--- config.mk ---
export PLATFORM = sky130hd
export DESIGN_NAME = gpio_irq_sense
export DESIGN_NICKNAME = d
export VERILOG_FILES = /design/src/rtl/gpio_sense_pkg.sv /design/src/rtl/gpio_sync_stage.sv /design/src/rtl/gpio_mode_decode.sv /design/src/rtl/gpio_sense_cell.sv /design/src/rtl/gpio_irq_sense.sv
export SDC_FILE = /design/constraint.sdc
export NUM_CORES = 1
export LEC_CHECK = 0
export CAP_MARGIN = 10
export CORE_ASPECT_RATIO = 0.8
export CORE_MARGIN = 8
export CORE_UTILIZATION = 48
export DETAILED_ROUTE_END_ITERATION = 16
export PLACE_DENSITY = 0.95
export SYNTH_ARGS = -nofsm -noshare
export SYNTH_HDL_FRONTEND = slang
export SYNTH_SLANG_ARGS = --single-unit
--- constraint.sdc ---
create_clock -name clk -period 2.4 [get_ports clk]
set_clock_uncertainty 0.05 [all_clocks]
set_input_delay 0.72 -clock clk [delete_from_list [all_inputs] [get_ports clk]]
set_output_delay 0.72 -clock clk [all_outputs]
set_load 0.1 [all_outputs]
--- src/rtl/gpio_sense_pkg.sv ---
// Package: shared sense-mode type and the decode from the three control bits.
// Assumes: one trigger-edge, one dual-edge and one polarity bit per pin.
package gpio_sense_pkg;

    typedef enum logic [2:0] {
        MODE_LVL_HIGH = 3'd0,
        MODE_LVL_LOW  = 3'd1,
        MODE_RISE     = 3'd2,
        MODE_FALL     = 3'd3,
        MODE_ANY      = 3'd4
    } sense_mode_e;

    // Map the trigger-edge, dual-edge and polarity bits to one sense mode.
    function automatic sense_mode_e pick_mode(input logic trig_edge,
                                              input logic dual,
                                              input logic pol);
        sense_mode_e m;
        if (!trig_edge) begin
            m = pol ? MODE_LVL_LOW : MODE_LVL_HIGH;
        end else if (dual) begin
            m = MODE_ANY;
        end else begin
            m = pol ? MODE_FALL : MODE_RISE;
        end
        return m;
    endfunction

endpackage

--- src/rtl/gpio_sync_stage.sv ---
// Module: multi-flop synchronizer for a vector of asynchronous pin levels.
// Assumes: each bit is independent (no bus coherency is needed) and STAGES >= 2.
module gpio_sync_stage #(
    parameter int unsigned W      = 16,
    parameter int unsigned STAGES = 2
) (
    input  logic         clk,
    input  logic         rst_n,
    input  logic [W-1:0] async_i,
    output logic [W-1:0] sync_o
);

    logic [W-1:0] stg [STAGES];

    // First stage captures the raw asynchronous levels.
    always_ff @(posedge clk) begin
        if (!rst_n) begin
            stg[0] <= '0;
        end else begin
            stg[0] <= async_i;
        end
    end

    for (genvar s = 1; s < STAGES; s++) begin : g_stage
        // Each further stage re-times the previous one.
        always_ff @(posedge clk) begin
            if (!rst_n) begin
                stg[s] <= '0;
            end else begin
                stg[s] <= stg[s-1];
            end
        end
    end

    assign sync_o = stg[STAGES-1];

endmodule

--- src/rtl/gpio_mode_decode.sv ---
// Module: turns the per-pin control vectors into one sense mode per pin.
// Assumes: the control vectors are static or change synchronously to clk.
module gpio_mode_decode
    import gpio_sense_pkg::*;
#(
    parameter int unsigned N = 16
) (
    input  logic [N-1:0] trig_edge_i,
    input  logic [N-1:0] dual_i,
    input  logic [N-1:0] pol_i,
    output sense_mode_e  mode_o [N]
);

    for (genvar i = 0; i < N; i++) begin : g_pin
        // Pure combinational decode for pin i.
        always_comb begin
            mode_o[i] = pick_mode(trig_edge_i[i], dual_i[i], pol_i[i]);
        end
    end

endmodule

--- src/rtl/gpio_sense_cell.sv ---
// Module: per-pin capture register and interrupt decision.
// Assumes: lvl_i is already synchronized. When take_i is low the captured bit
// holds and the interrupt state is forced to 0. Edge events last one cycle
// because the captured bit catches up with the level on the same edge.
module gpio_sense_cell
    import gpio_sense_pkg::*;
(
    input  logic        clk,
    input  logic        rst_n,
    input  logic        take_i,
    input  logic        lvl_i,
    input  sense_mode_e mode_i,
    output logic        data_q_o,
    output logic        irq_q_o
);

    logic hit;

    // Interrupt decision from the stored bit (old) and the new level.
    always_comb begin
        case (mode_i)
            MODE_LVL_HIGH: hit = lvl_i;
            MODE_LVL_LOW:  hit = ~lvl_i;
            MODE_RISE:     hit = ~data_q_o & lvl_i;
            MODE_FALL:     hit = data_q_o & ~lvl_i;
            MODE_ANY:      hit = data_q_o ^ lvl_i;
            default:       hit = 1'b0;
        endcase
    end

    // Capture the level and register the interrupt state when sampled.
    always_ff @(posedge clk) begin
        if (!rst_n) begin
            data_q_o <= 1'b0;
            irq_q_o  <= 1'b0;
        end else if (!take_i) begin
            irq_q_o  <= 1'b0;
        end else begin
            data_q_o <= lvl_i;
            irq_q_o  <= hit;
        end
    end

endmodule

--- src/rtl/gpio_irq_sense.sv ---
// Module: top of the pin interrupt sense logic. It synchronizes the pins,
// decodes the per-pin sense mode and runs one capture/interrupt cell per pin.
// Assumes: control vectors come from a register bank in the clk domain.
module gpio_irq_sense
    import gpio_sense_pkg::*;
#(
    parameter int unsigned N           = 16,
    parameter int unsigned SYNC_STAGES = 2
) (
    input  logic         clk,
    input  logic         rst_n,
    input  logic [N-1:0] pin_level_i,
    input  logic [N-1:0] cfg_is_out_i,
    input  logic [N-1:0] cfg_rx_en_i,
    input  logic [N-1:0] cfg_edge_i,
    input  logic [N-1:0] cfg_dual_i,
    input  logic [N-1:0] cfg_pol_i,
    output logic [N-1:0] cap_data_o,
    output logic [N-1:0] irq_state_o
);

    logic [N-1:0] pin_sync;
    logic [N-1:0] pin_take;
    sense_mode_e  pin_mode [N];

    // A pin is sampled only as an enabled input.
    assign pin_take = ~cfg_is_out_i & cfg_rx_en_i;

    gpio_sync_stage #(.W(N), .STAGES(SYNC_STAGES)) u_sync (
        .clk     (clk),
        .rst_n   (rst_n),
        .async_i (pin_level_i),
        .sync_o  (pin_sync)
    );

    gpio_mode_decode #(.N(N)) u_mode (
        .trig_edge_i (cfg_edge_i),
        .dual_i      (cfg_dual_i),
        .pol_i       (cfg_pol_i),
        .mode_o      (pin_mode)
    );

    for (genvar i = 0; i < N; i++) begin : g_cell
        gpio_sense_cell u_cell (
            .clk      (clk),
            .rst_n    (rst_n),
            .take_i   (pin_take[i]),
            .lvl_i    (pin_sync[i]),
            .mode_i   (pin_mode[i]),
            .data_q_o (cap_data_o[i]),
            .irq_q_o  (irq_state_o[i])
        );
    end

endmodule

; After elaboration in Yosys (flattened, before gate mapping)
; Memories as Yosys holds them, arrays and structs flattened.
; Index checks and enable logic that the tools add are counted.
[classes]
n_reduce_logical = 32
n_eq_ne = 64
n_mux = 84
bitwise = 84
[ops]
columns = op, count
row1 = "equality test 3 x 2 -> 1 bit, second input constant", 32
row2 = two-way mux 3 bit, 32
row3 = one-hot mux 1 bit (5 select lines), 16
row4 = "equality test 3 x 1 -> 1 bit, second input constant", 16
row5 = "equality test 3 bit, second input constant", 16
row6 = zero test 3 bit, 16
row7 = two-way mux 1 bit, 34
row8 = bitwise AND 1 bit, 32
row9 = two-way mux 16 bit, 2
row10 = NOT 1 bit, 32
row11 = AND reduction 2 bit, 16
row12 = bitwise AND 16 bit, 1
row13 = NOT 16 bit, 1
row14 = bitwise XOR 1 bit, 16
row15 = OR 1 bit, 2
[word_totals]
reg_bits = 32
memories = 1
mem_bits_rw = 32
inputBits = 98
wordCells = 297
out_inout_bits = 32
[memory_table]
columns = name, words, word_bits, read_ports, rd_ports_with_merged_regs, write_ports, line
row1 = u_sync.stg, 2, 16, 2, 0, 2, gpio_sync_stage.sv:13  ; logic [W-1:0] stg [STAGES];

; Longest topological paths before layout
[depth]
ltp_word = 5
mapped_depth = 5
depth_no_buf = 5

; Cells and area by module
; From an unflattened synthesis, not the netlist that was laid out.
[hier_totals]
hier_cells = 355
hier_area_um2 = 3718.6
[by_module_without_submodules]
columns = mod, cells_per_inst, area_per_inst_um2, n_inst, seq_area_each_um2
row1 = gpio_sense_cell, 14, 138.9, 16, 40.0
row2 = gpio_sync_stage, 67, 895.9, 1, 640.6
row3 = gpio_mode_decode, 48, 380.4, 1, 0.0
row4 = gpio_irq_sense, 16, 220.2, 1, 0.0

; Worst setup path after synthesis
; OpenSTA, ideal clock, no wires.
[synth_timing]
path_kind = register -> output
startpoint = register g_cell[0].u_cell.data_q_o
endpoint = output cap_data_o[0]
required_time_ns = 1.630
arrival_time_ns = 0.613
path_stages_with_launch = 2
path_buffers = 1
slack_ns = 1.017
cell_sequence = dfxtp_1 -> buf_4
[synth_lines]
columns = item, line
row1 = from (decl), gpio_sense_cell.sv:13  ; output logic data_q_o,
row2 = from (signal assigned), gpio_sense_cell.sv:39  ; data_q_o <= lvl_i;
row3 = to (decl), gpio_irq_sense.sv:18  ; output logic [N-1:0] cap_data_o,
; No word-level cell between the ends.

; Final worst setup path
[layout_timing]
startpoint = register g_cell[13].u_cell.data_q_o
endpoint = output cap_data_o[13]
[layout_lines]
columns = item, line
row1 = from (decl), gpio_sense_cell.sv:13
row2 = from (signal assigned), gpio_sense_cell.sv:39
; No word-level cell between the ends.

==> results.md <==
* Status: finished clean
* Antenna violation net count after detailed routing at 0
* Clock Latency Late Sink at 0.34 ns
* WL/cell at 14.1 um
* P per Cell Area at 502 nW/um^2
* VDD IR max at 0.310 mV
* Gpl congestion at 0.707
* DRT Wirelength at 7820 um
* Max clock buf depth at 2
* Crit path max-delay family: flip-flops
* CP Cell Sequence: buf_4
* Setup_tns at 0 ns
* Grt ovf at 0
* Layout cells sized above 1 at 0.178
* Post-synth top area share at 0.366
* Main area contributors after synthesis: dfxtp_1 37%, ha_1 11%, and2_1 8.6%
* Relative slew slack at 0.804
* Number of global-route vias before repair at 2904
* Clock slew at reported path FFs at 0.07 ns
* CTS tree: yes
* Crit Path Class: register to primary output
* Cell variety after synth at 24
* Min cycle time layout at 1.81 ns
* Net Count, Synth at 491
* PostCTS Resize Cnt at 0
* N_diodes at 0
* RSZ-0062 raised after global routing: no
* Max FO, Critical Path at 3
* Mapped cell area at 3500 um^2
* Flops & latches, synth at 64
* Router iterations before antenna repair at 4
* Synth warn at 0
* Drt drc at 0
* Overall power at 2.37 mW
* Critical Path End Type: primary output
* Max-Cap Viols at 0
* Setup WS post-layout at 0.595 ns
* Synth-to-Final Area Change at 34.6%
* Total GRT Usage at 0.153
* Cell row count at 28
* Slowest stage delay, CP at 0.39 ns
* Synth Area per Inst at 9.70 um^2
* CP Buf/Inv Count at 1
* Setup violators final at 0
* Share of the yosys chip area belonging to registers at 0.366
* Critical path arrival at 1.04 ns
* Ports at 130
* Layout filler cell count at 575
* Die H at 92.4 um
* DP HPWL at 6290 um
* Slew Viols, Final at 0
* CTS Hold Bufs at 0
* Pin count of the biggest net entering global routing at 65
* P_leak at 1.97 nW
* Via density at 4.81
* HP Class: register to register
* Nets at 593
* # clock sinks at 64
* Least-Margin Pin Slew at 0.296 ns
* Final design utilization at 0.653
* Global-route wire length before repair at 13100 um
* Worst-path cell with the longest stage delay: dfxtp_1
* Place WS at 0.491 ns
* Yosys top cell by area: dfxtp_1
* WP data required at 1.63 ns
* Total CTS buffers at 9
* Vias post-DR at 2673
* Number of I/O port buffers at 129
* CP Launch Type: register
* 1st-iter DRT viols at 49
* Tcrit/Tclk final at 0.752
* Setup bufs post-CTS at 0
* Placeable Area at 7220 um^2
* Root Driver: clkbuf_8
* DIE AREA at 10300 um^2
* Die W at 111 um
* Final hold vios at 0
* Fmax at 554 MHz
* Initial antenna violation count at 0
* Post-Synthesis Cells at 361
* H-tree levels at 3
* Starting Density at 0.485
[report_power, final]
part	total (mW)	switching (mW)	internal, mW
logic	0.462	0.219	0.243
registers	1.12	0.0193	1.10
clock network	0.784	0.395	0.389
[state kept, by name, summed over array words and instances (netlist names)]
register,cells
u_sync.stg,32
g_cell.u_cell.data_q_o,16
g_cell.u_cell.irq_q_o,16
[cells in the final DEF (no fill, tap or decap), types with 2 or more instances in the layout]
cell             Yosys  final
and2_1              48     48
o21ai_2             10     10
o21ai_0              5      5
clkinvlp_4           0      2
mux2i_1             16     16
clkdlybuf4s50_1      0     96
mux2_4              10     10
nor2_1               8      8
nor3b_1             10     10
nand2_1             16     16
ha_1                32     32
nand4b_1             4      4
nor2b_2             16     16
o211ai_1            10     10
nand3b_1             2      2
a21oi_1             14     14
clkbuf_8             0     10
nor2b_1              4      4
xor2_1              10     10
a31oi_1              8      8
dfxtp_1             64     64
inv_1               32     32
buf_4               33     32
and3b_1              2      2
[cell families (layout without fill, tap and decap cells)]
kind of cell,after synthesis,after routing,synth area share
buffers and inverters,71,176,0.117
adders and majority gates,32,32,0.114
muxes,26,26,0.0886
DFF,64,64,0.366
and+or+nand+nor,110,110,0.199
AOI/OAI and AO/OA,48,48,0.0893
xor gates and xnor gates,10,10,0.0250
[area by class of cell]
cell class | count | area [um^2] | area share
clock inverter | 3 | 20.0 | 0.00425
timing repair buffer | 130 | 1230 | 0.260
multi-input combinational | 226 | 1810 | 0.384
inverter | 32 | 120 | 0.0255
clock buffer | 11 | 141 | 0.0300
sequential | 64 | 1280 | 0.272
tap | 90 | 113 | 0.0239
[metrics by stage]
step | instances | hold WS [ns] | cell area (um^2)
floorplan | 361 | 0.362 | 3500
global route | 556 | 0.398 | 4710
finish | 556 | 0.375 | 4710
detailed placement | 542 | 0.367 | 4550
global placement | 542 | 0.365 | 4550
CTS | 556 | 0.375 | 4710
[cell usage after synthesis]
library cell,number
o21ai_1,1
and3b_1,2
mux2_4,10
inv_1,32
buf_4,33
nor2b_2,16
o21ai_2,10
ha_1,32
nand4b_1,4
a21oi_1,14
xor2_1,10
buf_6,2
clkbuf_2,4
nand2_1,16
o21ai_0,5
a31oi_1,8
o211ai_1,10
mux2i_1,16
nor3b_1,10
dfxtp_1,64
and2_1,48
nand3b_1,2
nor2_1,8
nor2b_1,4
[routing by layer]
metal / GRT usage / vias to the layer above / part of all wire
li1: - / 1356 / -
met1: 0.161 / 1217 / 0.42
met2: 0.270 / 89 / 0.50
met3: 0.0704 / 11 / 0.076
met4: 0.0476 / 0 / 0.013
met5: 0 / - / 0
[path summary, 6_finish.rpt]
check | startpoint | endpoint | slack, ns | depth (start not counted)
max | g_cell[13].u_cell.data_q_o$_SDFFE_PN0P_ | cap_data_o[13] | 0.59 | 1
min | u_sync.stg[0][15]$_SDFF_PN0_ | u_sync.stg[1][15]$_SDFF_PN0_ | 0.37 | 1
max reg2reg | g_cell[13].u_cell.data_q_o$_SDFFE_PN0P_ | g_cell[13].u_cell.irq_q_o$_SDFF_PN0_ | 1.13 | 5
min reg2reg | u_sync.stg[0][15]$_SDFF_PN0_ | u_sync.stg[1][15]$_SDFF_PN0_ | 0.37 | 1
(Power assumes the default switching activity.)
